`config.mk`:
```
export PLATFORM = sky130hd
export DESIGN_NAME = irq_ctx_seq
export DESIGN_NICKNAME = d
export VERILOG_FILES = /design/src/rtl/irq_ctx_pkg.sv /design/src/rtl/irq_src_pick.sv /design/src/rtl/irq_ctx_pack.sv /design/src/rtl/irq_byte_sel.sv /design/src/rtl/irq_ctx_seq.sv
export SDC_FILE = /design/constraint.sdc
export NUM_CORES = 1
export LEC_CHECK = 0
export BUFFER_PORTS_ARGS = -buffer_cell sky130_fd_sc_hd__buf_2
export CORE_MARGIN = 4
export CORE_UTILIZATION = 42
export DETAILED_ROUTE_END_ITERATION = 6
export HOLD_SLACK_MARGIN = 0.03
export PLACE_DENSITY_LB_ADDON = 0.15
export REMOVE_ABC_BUFFERS = 1
export SLEW_MARGIN = 20
export SYNTH_ARGS = -nofsm -noshare
export SYNTH_HDL_FRONTEND = slang
export SYNTH_SLANG_ARGS = --single-unit
```
`constraint.sdc`:
```
create_clock -name clk -period 3.5 [get_ports clk]
set_input_delay 0.525 -clock clk [delete_from_list [all_inputs] [get_ports clk]]
set_output_delay 0.525 -clock clk [all_outputs]
set_load 0.005 [all_outputs]
```
`src/rtl/irq_ctx_pkg.sv`:
```
package irq_ctx_pkg;
    localparam int ADDR_W    = 16;
    localparam int BYTE_W    = 8;
    localparam int CTX_BYTES = 9;
    localparam int CTX_W     = CTX_BYTES * BYTE_W;
    localparam int CNT_W     = $clog2(CTX_BYTES + 1);
    localparam int CCR_I_BIT = 4;
    localparam int CCR_X_BIT = 6;

    // byte slots of the packed context, in stack push order
    localparam int SLOT_PCL = 0;
    localparam int SLOT_PCH = 1;
    localparam int SLOT_IYL = 2;
    localparam int SLOT_IXL = 4;
    localparam int SLOT_A   = 6;
    localparam int SLOT_B   = 7;
    localparam int SLOT_CCR = 8;

    typedef enum logic [2:0] {
        ST_IDLE,
        ST_PUSH,
        ST_VEC_HI,
        ST_VEC_LO,
        ST_PULL,
        ST_FIN
    } seq_state_e;
endpackage

```
`src/rtl/irq_src_pick.sv`:
```
module irq_src_pick
    import irq_ctx_pkg::*;
#(
    parameter int N_SRC = 8,
    localparam int IDX_W = (N_SRC > 1) ? $clog2(N_SRC) : 1
) (
    input  logic [N_SRC-1:0]  req_i,
    input  logic [N_SRC-1:0]  en_i,
    input  logic              xreq_i,
    input  logic [BYTE_W-1:0] ccr_i,
    output logic              hit_o,
    output logic              x_win_o,
    output logic [IDX_W-1:0]  idx_o
);
    logic [N_SRC-1:0] pend;
    logic             x_pend;

    always_comb begin
        pend   = req_i & en_i & {N_SRC{~ccr_i[CCR_I_BIT]}};
        x_pend = xreq_i & ~ccr_i[CCR_X_BIT];
        idx_o  = '0;
        // scan from the lowest rank upward so the lowest index wins
        for (int k = N_SRC - 1; k >= 0; k--) begin
            if (pend[k]) begin
                idx_o = IDX_W'(k);
            end
        end
        x_win_o = x_pend;
        hit_o   = x_pend | (|pend);
    end
endmodule

```
`src/rtl/irq_ctx_pack.sv`:
```
module irq_ctx_pack
    import irq_ctx_pkg::*;
(
    input  logic [ADDR_W-1:0] pc_i,
    input  logic [ADDR_W-1:0] ix_i,
    input  logic [ADDR_W-1:0] iy_i,
    input  logic [BYTE_W-1:0] a_i,
    input  logic [BYTE_W-1:0] b_i,
    input  logic [BYTE_W-1:0] ccr_i,
    output logic [CTX_W-1:0]  ctx_o
);
    // slot 0 at the bottom: PCL, PCH, IYL, IYH, IXL, IXH, A, B, CCR
    assign ctx_o = {ccr_i, b_i, a_i, ix_i, iy_i, pc_i};
endmodule

```
`src/rtl/irq_byte_sel.sv`:
```
module irq_byte_sel
    import irq_ctx_pkg::*;
#(
    parameter int NB = CTX_BYTES,
    parameter int W  = BYTE_W,
    localparam int SEL_W = $clog2(NB + 1)
) (
    input  logic [NB*W-1:0] flat_i,
    input  logic [SEL_W-1:0] sel_i,
    output logic [W-1:0]     byte_o
);
    logic [W-1:0] lanes [NB];

    for (genvar g = 0; g < NB; g++) begin : g_lane
        assign lanes[g] = flat_i[g*W +: W];
    end

    always_comb begin
        byte_o = '0;
        for (int g = 0; g < NB; g++) begin
            if (sel_i == SEL_W'(g)) begin
                byte_o = lanes[g];
            end
        end
    end
endmodule

```
`src/rtl/irq_ctx_seq.sv`:
```
module irq_ctx_seq
    import irq_ctx_pkg::*;
#(
    parameter int              N_SRC    = 8,
    parameter logic [15:0]     VEC_BASE = 16'hFFC0
) (
    input  logic                clk,
    input  logic                rst_n,
    input  logic [N_SRC-1:0]    irq_req,
    input  logic [N_SRC-1:0]    irq_en,
    input  logic                xirq_req,
    input  logic                insn_done,
    input  logic                rti_req,
    input  logic [15:0]         pc_i,
    input  logic [15:0]         ix_i,
    input  logic [15:0]         iy_i,
    input  logic [7:0]          acca_i,
    input  logic [7:0]          accb_i,
    input  logic [7:0]          ccr_i,
    input  logic [15:0]         sp_i,
    output logic [15:0]         mem_addr,
    output logic [7:0]          mem_wdata,
    output logic                mem_we,
    output logic                mem_re,
    input  logic [7:0]          mem_rdata,
    output logic                busy,
    output logic [15:0]         pc_o,
    output logic                pc_load,
    output logic [7:0]          ccr_o,
    output logic                ccr_load,
    output logic [15:0]         sp_o,
    output logic                sp_load,
    output logic [15:0]         ix_o,
    output logic [15:0]         iy_o,
    output logic [7:0]          acca_o,
    output logic [7:0]          accb_o,
    output logic                ctx_load
);
    localparam int IDX_W = (N_SRC > 1) ? $clog2(N_SRC) : 1;
    localparam logic [CNT_W-1:0] LAST_CNT = CNT_W'(CTX_BYTES - 1);
    localparam logic [ADDR_W-1:0] SP_SPAN = ADDR_W'(CTX_BYTES);

    typedef struct packed {
        seq_state_e         st;
        logic [CNT_W-1:0]   cnt;
        logic [CTX_W-1:0]   ctx;
        logic [ADDR_W-1:0]  sp;
        logic               xwin;
        logic [IDX_W-1:0]   src;
        logic [BYTE_W-1:0]  vhi;
        logic [ADDR_W-1:0]  pc_out;
        logic [BYTE_W-1:0]  ccr_out;
        logic [ADDR_W-1:0]  sp_out;
        logic               ld_pc;
        logic               ld_ccr;
        logic               ld_sp;
        logic               ld_ctx;
        logic               busy;
    } seq_regs_t;

    seq_regs_t r_q, r_d;

    logic              hit;
    logic              x_win;
    logic [IDX_W-1:0]  win_idx;
    logic [CTX_W-1:0]  live_ctx;
    logic [BYTE_W-1:0] push_byte;
    logic [ADDR_W-1:0] vec_addr;
    logic [CNT_W-1:0]  pull_slot;
    logic [BYTE_W-1:0] saved_ccr;

    irq_src_pick #(.N_SRC(N_SRC)) u_pick (
        .req_i   (irq_req),
        .en_i    (irq_en),
        .xreq_i  (xirq_req),
        .ccr_i   (ccr_i),
        .hit_o   (hit),
        .x_win_o (x_win),
        .idx_o   (win_idx)
    );

    irq_ctx_pack u_pack (
        .pc_i  (pc_i),
        .ix_i  (ix_i),
        .iy_i  (iy_i),
        .a_i   (acca_i),
        .b_i   (accb_i),
        .ccr_i (ccr_i),
        .ctx_o (live_ctx)
    );

    irq_byte_sel #(.NB(CTX_BYTES), .W(BYTE_W)) u_sel (
        .flat_i (r_q.ctx),
        .sel_i  (r_q.cnt),
        .byte_o (push_byte)
    );

    assign saved_ccr = r_q.ctx[SLOT_CCR*BYTE_W +: BYTE_W];
    assign pull_slot = LAST_CNT - r_q.cnt;
    assign vec_addr  = r_q.xwin ? VEC_BASE
                     : VEC_BASE + ADDR_W'({r_q.src, 1'b0}) + ADDR_W'(2);

    // memory port driven straight from the state
    always_comb begin
        mem_we    = 1'b0;
        mem_re    = 1'b0;
        mem_addr  = '0;
        mem_wdata = '0;
        unique case (r_q.st)
            ST_PUSH: begin
                mem_we    = 1'b1;
                mem_addr  = r_q.sp - ADDR_W'(r_q.cnt);
                mem_wdata = push_byte;
            end
            ST_PULL: begin
                mem_re   = 1'b1;
                mem_addr = r_q.sp + ADDR_W'(r_q.cnt) + ADDR_W'(1);
            end
            ST_VEC_HI: begin
                mem_re   = 1'b1;
                mem_addr = vec_addr;
            end
            ST_VEC_LO: begin
                mem_re   = 1'b1;
                mem_addr = vec_addr + ADDR_W'(1);
            end
            default: ;
        endcase
    end

    always_comb begin
        r_d        = r_q;
        r_d.ld_pc  = 1'b0;
        r_d.ld_ccr = 1'b0;
        r_d.ld_sp  = 1'b0;
        r_d.ld_ctx = 1'b0;
        unique case (r_q.st)
            ST_IDLE: begin
                if (rti_req) begin
                    r_d.st   = ST_PULL;
                    r_d.cnt  = '0;
                    r_d.sp   = sp_i;
                    r_d.busy = 1'b1;
                end else if (insn_done && hit) begin
                    r_d.st   = ST_PUSH;
                    r_d.cnt  = '0;
                    r_d.sp   = sp_i;
                    r_d.ctx  = live_ctx;
                    r_d.xwin = x_win;
                    r_d.src  = win_idx;
                    r_d.busy = 1'b1;
                end
            end
            ST_PUSH: begin
                if (r_q.cnt == LAST_CNT) begin
                    r_d.st      = ST_VEC_HI;
                    r_d.ld_ccr  = 1'b1;
                    r_d.ccr_out = saved_ccr;
                    r_d.ccr_out[CCR_I_BIT] = 1'b1;
                    if (r_q.xwin) begin
                        r_d.ccr_out[CCR_X_BIT] = 1'b1;
                    end
                    r_d.ld_sp   = 1'b1;
                    r_d.sp_out  = r_q.sp - SP_SPAN;
                end else begin
                    r_d.cnt = r_q.cnt + CNT_W'(1);
                end
            end
            ST_VEC_HI: begin
                r_d.vhi = mem_rdata;
                r_d.st  = ST_VEC_LO;
            end
            ST_VEC_LO: begin
                r_d.pc_out = {r_q.vhi, mem_rdata};
                r_d.ld_pc  = 1'b1;
                r_d.st     = ST_FIN;
            end
            ST_PULL: begin
                r_d.ctx[{pull_slot, 3'b000} +: BYTE_W] = mem_rdata;
                if (r_q.cnt == LAST_CNT) begin
                    r_d.st      = ST_FIN;
                    r_d.pc_out  = {r_q.ctx[SLOT_PCH*BYTE_W +: BYTE_W], mem_rdata};
                    r_d.ccr_out = saved_ccr;
                    r_d.sp_out  = r_q.sp + SP_SPAN;
                    r_d.ld_pc   = 1'b1;
                    r_d.ld_ccr  = 1'b1;
                    r_d.ld_sp   = 1'b1;
                    r_d.ld_ctx  = 1'b1;
                end else begin
                    r_d.cnt = r_q.cnt + CNT_W'(1);
                end
            end
            ST_FIN: begin
                r_d.st   = ST_IDLE;
                r_d.busy = 1'b0;
            end
            default: r_d.st = ST_IDLE;
        endcase
    end

    always_ff @(posedge clk or negedge rst_n) begin
        if (!rst_n) begin
            r_q <= '0;
        end else begin
            r_q <= r_d;
        end
    end

    assign busy     = r_q.busy;
    assign pc_o     = r_q.pc_out;
    assign pc_load  = r_q.ld_pc;
    assign ccr_o    = r_q.ccr_out;
    assign ccr_load = r_q.ld_ccr;
    assign sp_o     = r_q.sp_out;
    assign sp_load  = r_q.ld_sp;
    assign ctx_load = r_q.ld_ctx;
    assign ix_o     = r_q.ctx[SLOT_IXL*BYTE_W +: 2*BYTE_W];
    assign iy_o     = r_q.ctx[SLOT_IYL*BYTE_W +: 2*BYTE_W];
    assign acca_o   = r_q.ctx[SLOT_A*BYTE_W +: BYTE_W];
    assign accb_o   = r_q.ctx[SLOT_B*BYTE_W +: BYTE_W];

    // one memory access at a time, none while idle
    assert_single_access_R9: assert property (@(posedge clk) disable iff (!rst_n)
        !(mem_we && mem_re));
    assert_idle_quiet_R9: assert property (@(posedge clk) disable iff (!rst_n)
        !busy |-> !(mem_we || mem_re));
    // consecutive pushes walk down by one byte
    assert_push_descends_R2: assert property (@(posedge clk) disable iff (!rst_n)
        (mem_we && $past(mem_we)) |-> (mem_addr == $past(mem_addr) - 16'd1));
    // consecutive reads (pull or vector) walk up by one byte
    assert_read_ascends_R7: assert property (@(posedge clk) disable iff (!rst_n)
        (mem_re && $past(mem_re)) |-> (mem_addr == $past(mem_addr) + 16'd1));
    // entry mask update always raises I
    assert_entry_mask_R4: assert property (@(posedge clk) disable iff (!rst_n)
        (ccr_load && !ctx_load) |-> ccr_o[CCR_I_BIT]);
    // a return loads the whole register set together
    assert_restore_all_R7: assert property (@(posedge clk) disable iff (!rst_n)
        ctx_load |-> (pc_load && ccr_load && sp_load));
    // busy only starts from a boundary or a return command
    assert_busy_start_R1: assert property (@(posedge clk) disable iff (!rst_n)
        $rose(busy) |-> $past(insn_done || rti_req));
    // busy ends right after the final program counter load
    assert_busy_end_R8: assert property (@(posedge clk) disable iff (!rst_n)
        $fell(busy) |-> $past(pc_load));
endmodule

```
==> flow_metrics.env <==
export IMPL_outcome="complete, no violations"
export IMPL_drc_errors=0
export IMPL_regToRegStartpoint="r_q[146]"
export IMPL_synth_cells=1092
export IMPL_synth_edf_count=0
export IMPL_synthToLayoutAreaGrowth_pct=15.6
export IMPL_slew_headroom_pct=38.6
export IMPL_track_usage_pct=24.6
export IMPL_placed_area_um2=10500
export IMPL_grt_start_max_net_pins=67
export IMPL_htreeDepth=4
export IMPL_die_area_um2=25400
export IMPL_crit_fanout=8
export IMPL_setup_viol=0
export IMPL_clk_path_buf_depth=2
export IMPL_avgRoutedWirePerCell_um=20.9
export IMPL_finish_instance_area_um2=11100
export IMPL_intPower_mw=5.66
export IMPL_grt_antenna_before_repair=1
export IMPL_cts_hold_buffers_added=0
export IMPL_switching_share_pct=45.2
export IMPL_period_share_pct=96.2
export IMPL_routabilityCongestion=0.917
export IMPL_ant_nets=0
export IMPL_final_common_cell="buf_2"
export IMPL_p_switching_mw=4.68
export IMPL_grt_pass1_vias=8528
export IMPL_cp_top_family="compound AO/OA/AOI/OAI gates"
export IMPL_fillers=2185
export IMPL_cp_data_arrival_time_ns=2.84
export IMPL_rsz0062_at_grt="no"
export IMPL_drt_first_pass_iters=5
export IMPL_total_leakage_power_nw=5.13
export IMPL_seqPwrFrac_pct=32.7
export IMPL_drt_iter0_drc=734
export IMPL_finalMaxSlewViolations=0
export IMPL_hold_viol_final=0
export IMPL_final_nets=1349
export IMPL_cp_slowest_stage_delay_ns=0.49
export IMPL_clock_power_share_pct=17.8
export IMPL_whs_ns=0.0651
export IMPL_cts_tree="done"
export IMPL_drive_gt1_share_pct=30.0
export IMPL_maxCapViolCount=0
export IMPL_numCtsBuffers=17
export IMPL_wirelength_um=31600
export IMPL_cts_root_buf="clkbuf_16"
export IMPL_slowest_stage="o311ai_0"
export IMPL_start_util_pct=42.6
export IMPL_critPathBufInv=3
export IMPL_dpl_hpwl_um=23400
export IMPL_crit_required_ns=2.97
export IMPL_startpoint_type="flop"
export IMPL_grt_overflow_total=0
export IMPL_via_count=8749
export IMPL_coreArea_um2=22600
export IMPL_die_x_um=159
export IMPL_port_buffers=235
export IMPL_hold_path_class="input port to async pin"
export IMPL_syn_avg_cell_area_um2=8.80
export IMPL_fin_util_pct=49.2
export IMPL_ys_types=69
export IMPL_mostFrequentLayoutCells="buf_2, dfrtp_1, nand2_1"
export IMPL_clkSlewWorstSetupHoldPaths_ns=0.07
export IMPL_synth_seq_cells=151
export IMPL_worstSetupPathType="flop to primary output"
export IMPL_setup_worst_path_start="r_q[146]"
export IMPL_clock_skew_ns=0.0112
export IMPL_worst_slew_pin_slew_ns=0.918
export IMPL_path_cells="inv_1, ha_1, nor2b_1, buf_4, a221oi_1, o311ai_0, nand3_1, a21oi_1, buf_2"
export IMPL_io_pins=236
export IMPL_async_flop_share_pct=100
export IMPL_fmax_mhz=297
export IMPL_synth_yosys_seq_area_share_pct=39.3
export IMPL_peakVddDrop_mv=0.348
export IMPL_yosysWarnings=0
export IMPL_power_density_nw_per_um2=931
export IMPL_insertion_delay_ns=0.44
export IMPL_period_minus_slack_ns=3.37
export IMPL_grt_pass1_wl_um=49900
export IMPL_end_kind="primary output"
export IMPL_synth_ff_type="dfrtp_1"
export IMPL_num_rows=55
export IMPL_p_comb_share_pct=49.6
export IMPL_clock_sinks=151
export IMPL_die_h_um=159
export IMPL_n_antenna_cell=0
export IMPL_syn_cell_area_um2=9610
export IMPL_viasPerCell=5.80
[per-stage QoR]
stage	power, mW	setup slack [ns]	setup TNS [ns]	instances
6_report	10.3	0.132	0	1509
2_1_floorplan	6.11	-0.382	-20.10	914
3_5_place_dp	8.40	0.445	0	1475
4_1_cts	10.3	0.00248	0	1507
5_1_grt	11.1	0.000260	0	1509
3_3_place_gp	8.36	0.497	0	1475
[registers in the layout, summed over array words and instances, names as in the netlist, 8 cells and up]
| register | flops |
|---|---|
| ix_o | 16 |
| acca_o | 8 |
| accb_o | 8 |
| sp_o | 16 |
| r_q | 59 |
| pc_o | 16 |
| ccr_o | 8 |
| iy_o | 16 |
[worst register-to-register path: stages (launching register included)]
cell      delay (ns)
dfrtp_1         0.35
inv_1           0.14
ha_1            0.25
buf_4           0.16
and3b_1         0.31
nand2_1         0.28
clkinv_1        0.56
a41oi_1         0.40
o21ai_0         0.09
mux2_2          0.27
[timing repair]
| action | in CTS | in global routing |
|---|---|---|
| resized for setup | 3 | 11 |
| gates cloned | 0 | 0 |
| buffers inserted | 0 | 2 |
| setup endpoints to repair | 3 | 11 |
[layer usage]
metal | track usage [%] | up-vias | wire length [um]
met2 | 37.2 | 372 | 14000
met3 | 5.54 | 34 | 2420
met5 | 0 | - | 12
met1 | 36.0 | 4223 | 14800
met4 | 5.92 | 2 | 428
li1 | - | 4118 | -
[cells in the mapped netlist, types with 17 or more instances]
master    instances  area share, %
a21oi_1          70            3.6
a22oi_1          62            4.8
a32oi_1          24            2.2
buf_4            89            7.0
clkbuf_1         70            2.7
dfrtp_1         151             39
ha_1             19            2.5
inv_1            20           0.78
mux2_2           29            3.4
nand2_1         144            5.6
nor2_1           76            3.0
nor3_1           18           0.94
o21ai_0          49            2.6
o221ai_1         17            1.5
xnor2_1          17            1.5
[power by group through the flow]
stage	Clock, mW	Combinational [mW]	Sequential [mW]
6_report	1.84	5.12	3.38
3_5_place_dp	0	5.02	3.38
4_1_cts	1.88	5.05	3.35
2_1_floorplan	0	2.85	3.26
3_3_place_gp	0	4.98	3.38
5_1_grt	1.95	5.67	3.49
[kinds of logic (layout without fill, tap and decap cells)]
| family | after synthesis | after routing | share of synthesized area (%) |
|---|---|---|---|
| DFF | 151 | 151 | 39.3 |
| buffers and inverters | 200 | 332 | 11.6 |
| xor gates and xnor gates | 29 | 29 | 2.64 |
| muxes | 31 | 31 | 3.61 |
| and+or+nand+nor | 336 | 336 | 16.5 |
| adders and majority gates | 21 | 21 | 2.89 |
| AOI/OAI and AO/OA | 324 | 324 | 23.5 |
[worst paths after layout]
| path | end | slack (ns) | cells after the start |
|---|---|---|---|
| setup / recovery | mem_wdata[0] | 0.13 | 9 |
| hold / removal | pc_load | 0.07 | 1 |
| setup reg to reg | sp_o[13] | 0.57 | 9 |
| hold reg to reg | ccr_o[3] | 0.47 | 2 |
| max in group asynchronous | r_q[58] | 2.60 | 2 |
| min in group clk | r_q[86] | 0.28 | 3 |
[layout make-up]
type / instances / area [um^2] / area share (%)
timing repair buffer: 278 / 1520 / 13.7
clock buffer: 17 / 425 / 3.83
tap: 285 / 357 / 3.21
sequential: 151 / 3780 / 34.1
inverter: 22 / 82.6 / 0.744
multi-input combinational: 741 / 4760 / 42.9
clock inverter: 15 / 174 / 1.57
No activity file was read; power rests on OpenSTA's default activity.
